`config.mk`:
```
export PLATFORM = sky130hd
export DESIGN_NAME = thre_irq_gen
export DESIGN_NICKNAME = d
export VERILOG_FILES = /design/src/rtl/thre_pkg.sv /design/src/rtl/thre_tracker.sv /design/src/rtl/thre_irq_latch.sv /design/src/rtl/thre_irq_gen.sv
export SDC_FILE = /design/constraint.sdc
export NUM_CORES = 1
export LEC_CHECK = 0
export ABC_CLOCK_PERIOD_IN_PS = 2300
export CORE_MARGIN = 5
export CORE_UTILIZATION = 25
export CTS_CLUSTER_SIZE = 20
export DETAILED_ROUTE_END_ITERATION = 8
export DONT_BUFFER_PORTS = 1
export PLACE_DENSITY_LB_ADDON = 0.08
export SLEW_MARGIN = 20
export SYNTH_ARGS = -nofsm -noshare
export SYNTH_HDL_FRONTEND = slang
export SYNTH_HIERARCHICAL = 1
export SYNTH_SLANG_ARGS = --single-unit
```
`constraint.sdc`:
```
create_clock -name clk -period 2.3 [get_ports clk]
set_input_delay 0.115 -clock clk [delete_from_list [all_inputs] [get_ports clk]]
set_output_delay 0.115 -clock clk [all_outputs]
set_load 0.02 [all_outputs]
```
`src/rtl/thre_pkg.sv`:
```
package thre_pkg;

    // identification code reported for this source by the priority encoder
    localparam logic [7:0] THRE_SRC_CODE = 8'hC2;

    typedef struct packed {
        logic empty;      // empty indication as seen by software
        logic pair_seen;  // occupancy reached two or more since empty rose
        logic fast_next;  // next empty indication skips the deferral
        logic holding;    // deferral counter running
    } trk_flags_t;

    // deferral length in bit ticks, saturating at zero
    function automatic logic [7:0] defer_span(input logic [7:0] frame,
                                              input logic [7:0] stop);
        return (frame > stop) ? (frame - stop) : 8'd0;
    endfunction

endpackage

```
`src/rtl/thre_tracker.sv`:
```
module thre_tracker
    import thre_pkg::*;
#(
    parameter int CNT_W  = 5,
    parameter int TICK_W = 4
) (
    input  logic              clk,
    input  logic              rst,
    input  logic [CNT_W-1:0]  level,
    input  logic              bit_tick,
    input  logic              final_stop,
    input  logic              fen_change,
    input  logic [TICK_W-1:0] frame_ticks,
    input  logic [TICK_W-1:0] stop_ticks,
    output logic              empty,
    output logic              empty_set
);

    trk_flags_t        st_q, st_d;
    logic [TICK_W-1:0] cnt_q, cnt_d;
    logic [TICK_W-1:0] span;
    logic              level_zero;

    assign level_zero = (level == '0);
    assign span       = TICK_W'(defer_span(8'(frame_ticks), 8'(stop_ticks)));

    always_comb begin
        st_d      = st_q;
        cnt_d     = cnt_q;
        empty_set = 1'b0;
        if (!level_zero) begin
            st_d.empty   = 1'b0;
            st_d.holding = 1'b0;
            if (level >= CNT_W'(2)) st_d.pair_seen = 1'b1;
        end else if (!st_q.empty) begin
            if (st_q.holding) begin
                if (final_stop || (bit_tick && cnt_q <= TICK_W'(1)))
                    empty_set = 1'b1;
                else if (bit_tick)
                    cnt_d = cnt_q - TICK_W'(1);
            end else if (st_q.pair_seen || st_q.fast_next || span == '0) begin
                empty_set = 1'b1;
            end else begin
                st_d.holding = 1'b1;
                cnt_d        = span;
            end
        end
        if (empty_set) begin
            st_d.empty     = 1'b1;
            st_d.holding   = 1'b0;
            st_d.pair_seen = 1'b0;
            st_d.fast_next = 1'b0;
        end
        if (fen_change) st_d.fast_next = 1'b1;
    end

    always_ff @(posedge clk) begin
        if (rst) begin
            st_q  <= '{empty: 1'b1, pair_seen: 1'b0, fast_next: 1'b0, holding: 1'b0};
            cnt_q <= '0;
        end else begin
            st_q  <= st_d;
            cnt_q <= cnt_d;
        end
    end

    assign empty = st_q.empty;

    p_busy_clears_thre_r3: assert property (@(posedge clk) disable iff (rst)
        (level != '0) |=> !empty);

    p_pair_fast_r4: assert property (@(posedge clk) disable iff (rst)
        (!st_q.empty && !st_q.holding && st_q.pair_seen && level == '0) |=> empty);

    p_hold_waits_r5: assert property (@(posedge clk) disable iff (rst)
        (!st_q.empty && st_q.holding && level == '0 && !bit_tick && !final_stop) |=> !empty);

    p_stop_releases_r6: assert property (@(posedge clk) disable iff (rst)
        (!st_q.empty && st_q.holding && level == '0 && final_stop) |=> empty);

endmodule

```
`src/rtl/thre_irq_latch.sv`:
```
module thre_irq_latch (
    input  logic clk,
    input  logic rst,
    input  logic empty_set,
    input  logic empty_now,
    input  logic fen_change,
    input  logic thr_write,
    input  logic iir_read,
    output logic pending
);

    logic pend_d;

    always_comb begin
        pend_d = pending;
        if (thr_write || iir_read)
            pend_d = 1'b0;
        else if (empty_set || (fen_change && empty_now))
            pend_d = 1'b1;
    end

    always_ff @(posedge clk) begin
        if (rst) pending <= 1'b0;
        else     pending <= pend_d;
    end

    p_clear_wins_r9: assert property (@(posedge clk) disable iff (rst)
        (thr_write || iir_read) |=> !pending);

endmodule

```
`src/rtl/thre_irq_gen.sv`:
```
module thre_irq_gen
    import thre_pkg::*;
#(
    parameter int DEPTH  = 16,
    parameter int TICK_W = 4
) (
    input  logic                         clk,
    input  logic                         rst,
    input  logic [$clog2(DEPTH+1)-1:0]   fifo_level,
    input  logic                         thr_write,
    input  logic                         iir_read,
    input  logic                         fifo_enable,
    input  logic                         tx_int_enable,
    input  logic                         bit_tick,
    input  logic                         final_stop,
    input  logic [TICK_W-1:0]            frame_ticks,
    input  logic [TICK_W-1:0]            stop_ticks,
    output logic                         tx_irq,
    output logic                         thr_empty
);

    localparam int CNT_W = $clog2(DEPTH + 1);

    logic fen_q;
    logic fen_change;
    logic empty_set;
    logic pending;

    always_ff @(posedge clk) begin
        if (rst) fen_q <= 1'b0;
        else     fen_q <= fifo_enable;
    end

    assign fen_change = fifo_enable ^ fen_q;

    thre_tracker #(.CNT_W(CNT_W), .TICK_W(TICK_W)) u_tracker (
        .clk         (clk),
        .rst         (rst),
        .level       (fifo_level),
        .bit_tick    (bit_tick),
        .final_stop  (final_stop),
        .fen_change  (fen_change),
        .frame_ticks (frame_ticks),
        .stop_ticks  (stop_ticks),
        .empty       (thr_empty),
        .empty_set   (empty_set)
    );

    thre_irq_latch u_latch (
        .clk        (clk),
        .rst        (rst),
        .empty_set  (empty_set),
        .empty_now  (thr_empty),
        .fen_change (fen_change),
        .thr_write  (thr_write),
        .iir_read   (iir_read),
        .pending    (pending)
    );

    assign tx_irq = pending & fifo_enable & tx_int_enable;

    p_rise_pends_r8: assert property (@(posedge clk) disable iff (rst)
        ($rose(thr_empty) && !$past(thr_write || iir_read)) |-> pending);

endmodule

```
==> flow_summary.yaml, run 1 <==
critical_path:
  reg2reg_slack_ns: 0.30
  crit_type: "reg -> reg"
  worst_ep_required_time_ns: 2.43
  cp.arrival_ns: 2.14
  path_max_fanout: 5
  critPathLaunchType: "flop"
  endpoint_kind: "flop"
grt:
  grt_max_degree: 9
  grtUsageTotal: 0.0938
  antenna_found_initial: 0
  grt_pass1_wl_mm: 3.24
  gr-total-overflow: 0
  grt_pass1_vias: 715
floorplanning:
  die-area_mm2: 0.00465
  fp.dieH_um: 68.2
  num_rows: 21
  coreArea_mm2: 0.00331
  fp.dieW_um: 68.2
  ioPinCount: 23
  start_util: 0.256
clocking:
  cts_resized: 0
  hold_buffers: 4
  clock_latency_ns: 0.27
  cts.reportedPaths.clkPinSlew_ns: 0.08
  post-cts-setup-buffer-count: 0
  cts_tree: "built"
  htree_num_levels: 1
  clockBufferDepth: 2
  clock-root-buffer: "clkbuf_4"
  clock-sinks: 10
  cts_buffers: 3
logic_synthesis:
  synth_area_leaders: "dfxtp_1 (24%), ha_1 (8.9%), nor2_1 (6.2%), a211oi_2 (5.9%), a31oi_1 (4.4%)"
  yosys.area_share.simple: 0.260
  synth_mux_area_frac: 0
  syn_inst: 98
  syn_area_um2: 847
  ys_ff_latch: 10
  synth.distinct_cells: 37
  synth_nets: 126
  yosysSeqAreaShare: 0.236
  avgSynthCellArea_um2: 8.64
  synth_top_family_by_area: "compound AO/OA/AOI/OAI gates"
  synth_top_area_frac: 0.236
  yosys_warnings: 6
  synth_xor_area_frac: 0.0620
  synthAdderAreaFrac: 0.112
  yosysTopAreaCell: "dfxtp_1"
  synth_compound_area_frac: 0.267
power_and_ir_drop:
  p_per_area_mw_per_mm2: 461
  power_leakage_nw: 0.383
  power_frac_comb: 0.240
  power_frac_seq: 0.408
  p_sw_w: 0.000131
  switching_share: 0.286
  p_int_w: 0.000326
  p_clk_frac: 0.352
  ir_drop_mv: 0.255
finish:
  final_nets: 136
  drive_above_1_share: 0.206
  layout_common_cells: "nor2_1 (14), dfxtp_1 (10), inv_1 (10)"
  fillers: 372
  layout_commonest_cell: "nor2_1"
  syn2layout_area_growth_pct: 17.0
  diodes: 0
  final_area_um2: 991
routing:
  drc: 0
  ant_nets: 0
  dr.first_iter.drc_count: 19
  wl_per_cell_um: 12.4
  dr_total_vias: 721
  via_per_inst: 4.71
  detail_route.wirelength_mm: 1.90
  first_pass_iters: 4
placed_design:
  place_area_um2: 905
  gp_routability_congestion: 0.779
  dp_hpwl_mm: 1.56
  io_buffers: 0
timing:
  rsz0062_at_grt: "no"
  worst_pin_slew_ns: 0.395
  skew_ns: 0.00820
  slew_viol_final: 0
  fmax_ghz: 0.499
  finalSetupTns_ns: 0
  finalCriticalPeriod_ns: 2.00
  hold_violations: 0
  period_share: 0.871
  max_slew_margin: 0.736
  setup_viol: 0
status:
  outcome: "complete, no violations"
worst_hold_path:
  hp-class: "in -> reg"
job:
  drv_cap: 0
==> synth_stat cells <==
cell,n
or2_2,3
nor3_1,4
dfxtp_1,10
a2bb2oi_1,1
nand3b_1,1
a211oi_1,1
buf_4,2
and4_1,1
nand4b_1,1
and3_4,1
xnor2_1,3
o211ai_1,1
or3_4,1
xor2_1,3
nand4_1,1
a311oi_2,1
nor4bb_1,1
o21a_1,1
nor2b_1,2
a211oi_2,4
o211a_1,1
a21oi_1,3
fa_1,1
a31oi_1,6
nand2_1,3
nor4_2,1
inv_1,10
o2111ai_1,1
a21oi_4,2
nand3_1,1
or4_4,1
a211o_2,1
a31o_2,1
and3_1,2
a21o_1,1
ha_1,6
nor2_1,14
==> through the flow <==
step	total power, W	instances	worst slack, ns	util	hold WS [ns]
3_5_place_dp	0.000291	144	0.217	0.273	0.184
6_report	0.000457	153	0.298	0.299	0.0143
3_3_place_gp	0.000293	144	0.230	0.273	0.186
4_1_cts	0.000463	152	0.267	0.296	0.00123
5_1_grt	0.000486	153	0.144	0.299	0.0461
2_1_floorplan	0.000274	98	0.341	-	0.185
==> logic make-up after synthesis <==
logic type               count (synthesis)
adder cells (fa/ha/maj)                  7
buffers and inverters                   12
flip-flops                              10
AND/OR/NAND/NOR                         38
AO/OA/AOI/OAI                           25
XOR/XNOR                                 6
==> metal layers <==
layer	up-vias	track usage	share of wire	wire (um)
met5	-	0	0	0
met4	0	0.0149	0.0063	12
met3	2	0.0394	0.042	79
met2	11	0.162	0.51	969
met1	333	0.109	0.44	842
li1	375	-	-	-
==> state kept, by name (all words and copies together) (netlist names) <==
name	cells
u_tracker/cnt_q	4
u_tracker/st_q	3
fen_q	1
u_latch/pending	1
u_tracker/empty	1
==> final timing paths <==
| kind | startpoint | end | cells past startpoint |
|---|---|---|---|
| max | u_tracker/cnt_q[0] | u_tracker/cnt_q[0] | 7 |
| min | rst | u_tracker/empty | 2 |
| max reg2reg | u_tracker/cnt_q[0] | u_tracker/cnt_q[0] | 7 |
| min reg2reg | u_tracker/st_q[1] | u_tracker/st_q[1] | 2 |
==> layout make-up <==
class                      instances  area, um^2  share of cell area
inverter                          10        37.5              0.0379
clock buffer                       4        36.3              0.0366
sequential                        10         200               0.202
multi-input combinational         76         594               0.600
timing repair buffer               7        65.1              0.0657
tap                               46        57.6              0.0581
==> critical path, cell delays in order, from the launching register on <==
cell	delay, ns
dfxtp_1	0.37
inv_1	0.08
ha_1	0.22
or2_2	0.32
a211o_2	0.36
a21oi_4	0.19
and3_4	0.24
a311oi_2	0.09
==> power by group through the flow <==
stage          Combinational, W  Clock [W]  Sequential [W]
2_1_floorplan         0.0000852          0        0.000189
3_3_place_gp           0.000102          0        0.000191
3_5_place_dp           0.000101          0        0.000191
4_1_cts                0.000110   0.000166        0.000186
5_1_grt                0.000123   0.000175        0.000187
6_report               0.000110   0.000161        0.000186
Power figures use the tool's default switching activity.
==> inputs of run 2 (changes only) <==
- REMOVE_ABC_BUFFERS: default -> 1
- SYNTH_HIERARCHICAL: 1 -> default
==> run 2 against run 1 <==
Against the previous run:
- hold slack worse by 0.0073 ns
- fmax up 1.9%
- register-to-register slack better by 0.04 ns
- critical endpoint is now u_latch.pending
- largest cell class unchanged
- largest power group unchanged
- highest routed layer unchanged
==> flow_summary.yaml, run 2 <==
logic_synthesis:
  synth_area_leaders: "dfxtp_1 (25%), ha_1 (9.3%), inv_1 (4.7%), nor3_1 (4.3%), a21oi_1 (3.7%)"
  synth_common_cells: "dfxtp_1 (10), inv_1 (10), nor2_1 (8)"
  avgSynthCellArea_um2: 8.48
  yosysTopAreaCell: "dfxtp_1"
  synth-edff-count: 0
  synth_top_area_frac: 0.248
  syn_area_um2: 806
  syn_inst: 95
  ys_ff_latch: 10
  synth.distinct_cells: 41
  ys_dominant_reg_cell: "dfxtp_1"
  async_reset_ff_frac: 0
  yosysSeqAreaShare: 0.248
  yosys_warnings: 0
finish:
  drive_above_1_share: 0.136
  layout_common_cells: "inv_1 (10), dfxtp_1 (10), nor2_1 (8)"
  syn2layout_area_growth_pct: 15.8
  top_regs: "u_tracker.cnt_q (4), u_tracker.st_q (3)"
  final_nets: 133
  largest_register_ff_count: 4
  fillers: 335
  regMostFlops: "u_tracker.cnt_q"
  diodes: 0
  post-route-util: 0.303
timing:
  rsz0062_at_grt: "no"
  worst_pin_slew_ns: 0.520
  max_slew_margin: 0.652
  fmax_ghz: 0.509
  period_share: 0.855
  hold_violations: 0
  skew_ns: 0.00246
  slew_viol_final: 0
  finalSetupTns_ns: 0
  setup_viol: 0
  finalCriticalPeriod_ns: 1.97
power_and_ir_drop:
  power_frac_seq: 0.453
  p_int_w: 0.000286
  power_leakage_nw: 0.354
  p_per_area_mw_per_mm2: 437
  ir_drop_mv: 0.368
  p_clk_frac: 0.294
  power_frac_comb: 0.253
  switching_share: 0.300
  p_sw_w: 0.000122
critical_path:
  cp.arrival_ns: 2.12
  path_max_fanout: 3
  endpoint_kind: "flop"
  worst_ep_required_time_ns: 2.46
  crit_type: "in -> reg"
  critPathLaunchType: "primary input"
floorplanning:
  die-area_mm2: 0.00446
  fp.dieH_um: 66.8
  fp.dieW_um: 66.8
  coreArea_mm2: 0.00308
  ioPinCount: 23
  start_util: 0.262
  num_rows: 20
grt:
  gr-total-overflow: 0
  grtUsageTotal: 0.0988
  grt_pass1_vias: 734
  grt_pass1_wl_mm: 3.35
  grt_max_degree: 14
  antenna_found_initial: 0
routing:
  dr_total_vias: 740
  dr.first_iter.drc_count: 26
  first_pass_iters: 4
  detail_route.wirelength_mm: 2.00
  ant_nets: 0
  via_per_inst: 5.03
  wl_per_cell_um: 13.6
  drc: 0
clocking:
  clock_latency_ns: 0.26
  cts_resized: 0
  cts.reportedPaths.clkPinSlew_ns: 0.07
  clock-sinks: 10
  post-cts-setup-buffer-count: 0
  cts_buffers: 3
  clock-root-buffer: "clkbuf_4"
  clockBufferDepth: 2
  cts_tree: "built"
  htree_num_levels: 1
placed_design:
  dp_hpwl_mm: 1.64
  gp_routability_congestion: 0.732
  io_buffers: 0
job:
  drv_cap: 0
worst_hold_path:
  hp-class: "in -> reg"
status:
  outcome: "complete, no violations"
## run 2: cell count changes after synthesis, sizes merged, moves of 3 or more
cell,delta
a221oi,+3
nor2,-6
a211oi,-5
a31oi,-3
nor3,+3
## run 2: worst max-delay path, stage by stage
cell and delay [ns]:
inv_1 0.02, ha_1 0.21, fa_1 0.40, nand2b_1 0.19, a2111oi_1 0.51, a22o_1 0.27
a21oi_1 0.11, o31a_1 0.29
## run 2: kinds of logic after synthesis
logic type               Yosys count  share of synthesized area
adder cells (fa/ha/maj)            7                      0.118
flip-flops                        10                      0.248
AND/OR/NAND/NOR                   35                      0.264
buffers and inverters             12                     0.0621
AO/OA/AOI/OAI                     27                      0.264
XOR/XNOR                           4                     0.0435
## run 2: routing by layer
metal,vias to the layer above,wire length [um],global-route usage
met5,-,0,0
met4,0,12,0.0228
met3,2,161,0.0438
met2,23,913,0.151
met1,341,908,0.127
li1,374,-,-
## run 2: area by class of cell
class	count	area [um^2]	area share
Timing Repair Buffer	7	62.6	0.0670
Multi-Input combinational cell	73	556	0.595
Sequential cell	10	200	0.214
Inverter	10	37.5	0.0402
Clock buffer	3	22.5	0.0241
Tap cell	44	55.1	0.0590
## run 2: worst paths after layout
check	startpoint	end	slack (ns)	cells after the start
max	frame_ticks[0]	u_latch.pending	0.33	8
min	rst	u_latch.pending	0.007	2
max reg2reg	u_tracker.cnt_q[0]	u_latch.pending	0.34	8
min reg2reg	u_latch.pending	u_latch.pending	0.48	1
## run 2: per-stage QoR
stage / instance area [um^2] / worst slack (ns) / hold slack [ns] / total power, W / instances
2_1_floorplan: 793 / 0.289 / 0.184 / 0.000261 / 93
3_5_place_dp: 871 / 0.0703 / 0.191 / 0.000284 / 140
5_1_grt: 933 / 0.137 / 0.00119 / 0.000433 / 147
4_1_cts: 923 / 0.326 / 0.00497 / 0.000411 / 146
3_3_place_gp: 871 / 0.0912 / 0.189 / 0.000286 / 140
6_report: 933 / 0.334 / 0.00693 / 0.000408 / 147
## run 2: what timing repair did
item	4_1_cts	5_1_grt
endpoints found under the setup margin	0	0
hold buffers	3	1
hold endpoints to repair	10	1
## run 2: power groups by stage
stage                     logic [W]  clock network, W  registers (W)
final                      0.000103          0.000120       0.000185
after global routing       0.000115          0.000132       0.000185
after CTS                  0.000102          0.000124       0.000185
after detailed placement  0.0000955                 0       0.000189
after global placement    0.0000972                 0       0.000189
after floorplan           0.0000740                 0       0.000187
==> inputs of run 3 (changes only) <==
- HOLD_SLACK_MARGIN: default -> 0.02
==> run 3 against run 2 <==
Against the previous run:
- die area is the same
- routed wire length shrank 0.80%
- sequential share of layout area unchanged
- via count decreased by 0.27%
- global-route usage hardly changed
- clock skew barely moved
- sequential power barely moved
- cell area unchanged
- non-clock buffer count unchanged
- clock power barely moved
- critical path type unchanged
==> flow_summary.yaml, run 3 (synthesis gave the netlist of run 2 again) <==
finish:
  regMostFlops: "u_tracker.cnt_q"
  top_regs: "u_tracker.cnt_q (4), u_tracker.st_q (3)"
  final_area_um2: 933
  fillers: 336
  final_nets: 133
  layout_common_cells: "inv_1 (10), dfxtp_1 (10), nor2_1 (8)"
  largest_register_ff_count: 4
  diodes: 0
  drive_above_1_share: 0.136
  syn2layout_area_growth_pct: 15.8
  instances_no_fill: 147
placed_design:
  gp_routability_congestion: 0.732
  dp_cells: 140
  place_area_um2: 871
  dp_hpwl_mm: 1.64
  io_buffers: 0
timing:
  fmax_ghz: 0.509
  hold_violations: 0
  max_slew_margin: 0.652
  setup_viol: 0
  slew_viol_final: 0
  worst_pin_slew_ns: 0.520
  rsz0062_at_grt: "no"
  whs_ns: 0.0302
  finalSetupTns_ns: 0
  finalCriticalPeriod_ns: 1.97
  period_share: 0.855
  skew_ns: 0.00246
power_and_ir_drop:
  fin_total_pwr_w: 0.000408
  power_frac_seq: 0.453
  power_frac_comb: 0.253
  p_per_area_mw_per_mm2: 437
  p_clk_frac: 0.294
  switching_share: 0.300
  power_leakage_nw: 0.356
  p_int_w: 0.000286
  ir_drop_mv: 0.368
  p_sw_w: 0.000122
clocking:
  clock-sinks: 10
  htree_num_levels: 1
  clock-root-buffer: "clkbuf_4"
  cts.reportedPaths.clkPinSlew_ns: 0.07
  cts_resized: 0
  clock_latency_ns: 0.26
  cts_buffers: 3
  clockBufferDepth: 2
  cts_tree: "built"
floorplanning:
  fp.dieW_um: 66.8
  ioPinCount: 23
  num_rows: 20
  die-area_mm2: 0.00446
  coreArea_mm2: 0.00308
  start_util: 0.262
  fp.dieH_um: 66.8
critical_path:
  r2r-start: "u_tracker.cnt_q[0]"
  reg2reg_to: "u_latch.pending"
  r2r_cells: 8
  reg2reg_slack_ns: 0.34
  crit_path_max_incr_delay_ns: 0.51
  cp_cell_sequence: "inv_1 > ha_1 > fa_1 > nand2b_1 > a2111oi_1 > a22o_1 > a21oi_1 > o31a_1"
  slowest_stage: "a2111oi_1"
  worst_ep_required_time_ns: 2.46
  critical_path_buf_inv_count: 1
  crit_family: "compound AO/OA/AOI/OAI gates"
  path_max_fanout: 3
  critPathLaunchType: "primary input"
  endpoint_kind: "flop"
  cp.arrival_ns: 2.12
  crit_type: "in -> reg"
grt:
  grt_pass1_vias: 735
  grt_pass1_wl_mm: 3.35
  grt_max_degree: 14
  antenna_found_initial: 0
  gr-total-overflow: 0
  grtUsageTotal: 0.0984
routing:
  dr_total_vias: 738
  detail_route.wirelength_mm: 1.98
  ant_nets: 0
  first_pass_iters: 4
  drc: 0
  wl_per_cell_um: 13.5
  dr.first_iter.drc_count: 28
  via_per_inst: 5.02
worst_hold_path:
  hp-class: "in -> reg"
  hold_path_depth: 2
  hp-start: "fifo_level[0]"
  hold_path_end: "u_tracker.st_q[0]"
job:
  drv_cap: 0
status:
  outcome: "complete, no violations"
-- run 3: worst register-to-register path, cell delays in order (launching register included) --
cell and delay [ns]:
dfxtp_1 0.38, inv_1 0.08, ha_1 0.22, or2_2 0.27, a31oi_1 0.16, buf_4 0.15
a22o_1 0.19, a21oi_1 0.11, o31a_1 0.29
-- run 3: repair_timing --
action / in CTS / in global routing
setup buffers: 0 / 0
hold buffers: 4 / 0
hold endpoints to repair: 10 / 0
-- run 3: layer usage --
| layer | up-vias | routed length, um | track usage | part of all wire |
|---|---|---|---|---|
| li1 | 374 | - | - | - |
| met1 | 340 | 927 | 0.129 | 0.47 |
| met2 | 22 | 904 | 0.151 | 0.46 |
| met3 | 2 | 134 | 0.0388 | 0.068 |
| met4 | 0 | 12 | 0.0228 | 0.0061 |
| met5 | - | 0 | 0 | 0 |
-- run 3: cell type report --
| class | instances | area (um^2) | area share |
|---|---|---|---|
| inverters | 10 | 37.5 | 0.0402 |
| flip-flops and latches | 10 | 200 | 0.214 |
| clock buffers | 3 | 22.5 | 0.0241 |
| repair buffers | 7 | 62.6 | 0.0670 |
| multi-input cells | 73 | 556 | 0.595 |
| well taps | 44 | 55.1 | 0.0590 |
-- run 3: power groups by stage --
stage / clock (W) / sequential [W] / combinational, W
finish: 0.000120 / 0.000185 / 0.000103
floorplan: 0 / 0.000187 / 0.0000740
global route: 0.000132 / 0.000185 / 0.000115
global placement: 0 / 0.000189 / 0.0000972
detailed placement: 0 / 0.000189 / 0.0000955
CTS: 0.000124 / 0.000185 / 0.000104
-- run 3: through the flow --
step	utilization	setup WS (ns)
6_report	0.303	0.334
5_1_grt	0.303	0.137
4_1_cts	0.303	0.326
3_5_place_dp	0.283	0.0703
3_3_place_gp	0.283	0.0912
2_1_floorplan	-	0.289
-- run 3: worst max path at each step --
stage / start / endpoint / slack [ns] / cells past startpoint
floorplan: frame_ticks[0] / u_latch.pending / 0.29 / 8
detailed placement: frame_ticks[0] / u_latch.pending / 0.07 / 8
global route: u_tracker.cnt_q[0] / u_tracker.cnt_q[1] / 0.14 / 8
finish: frame_ticks[0] / u_latch.pending / 0.33 / 8
global placement: frame_ticks[0] / u_latch.pending / 0.09 / 8
CTS: u_tracker.cnt_q[0] / u_latch.pending / 0.33 / 8
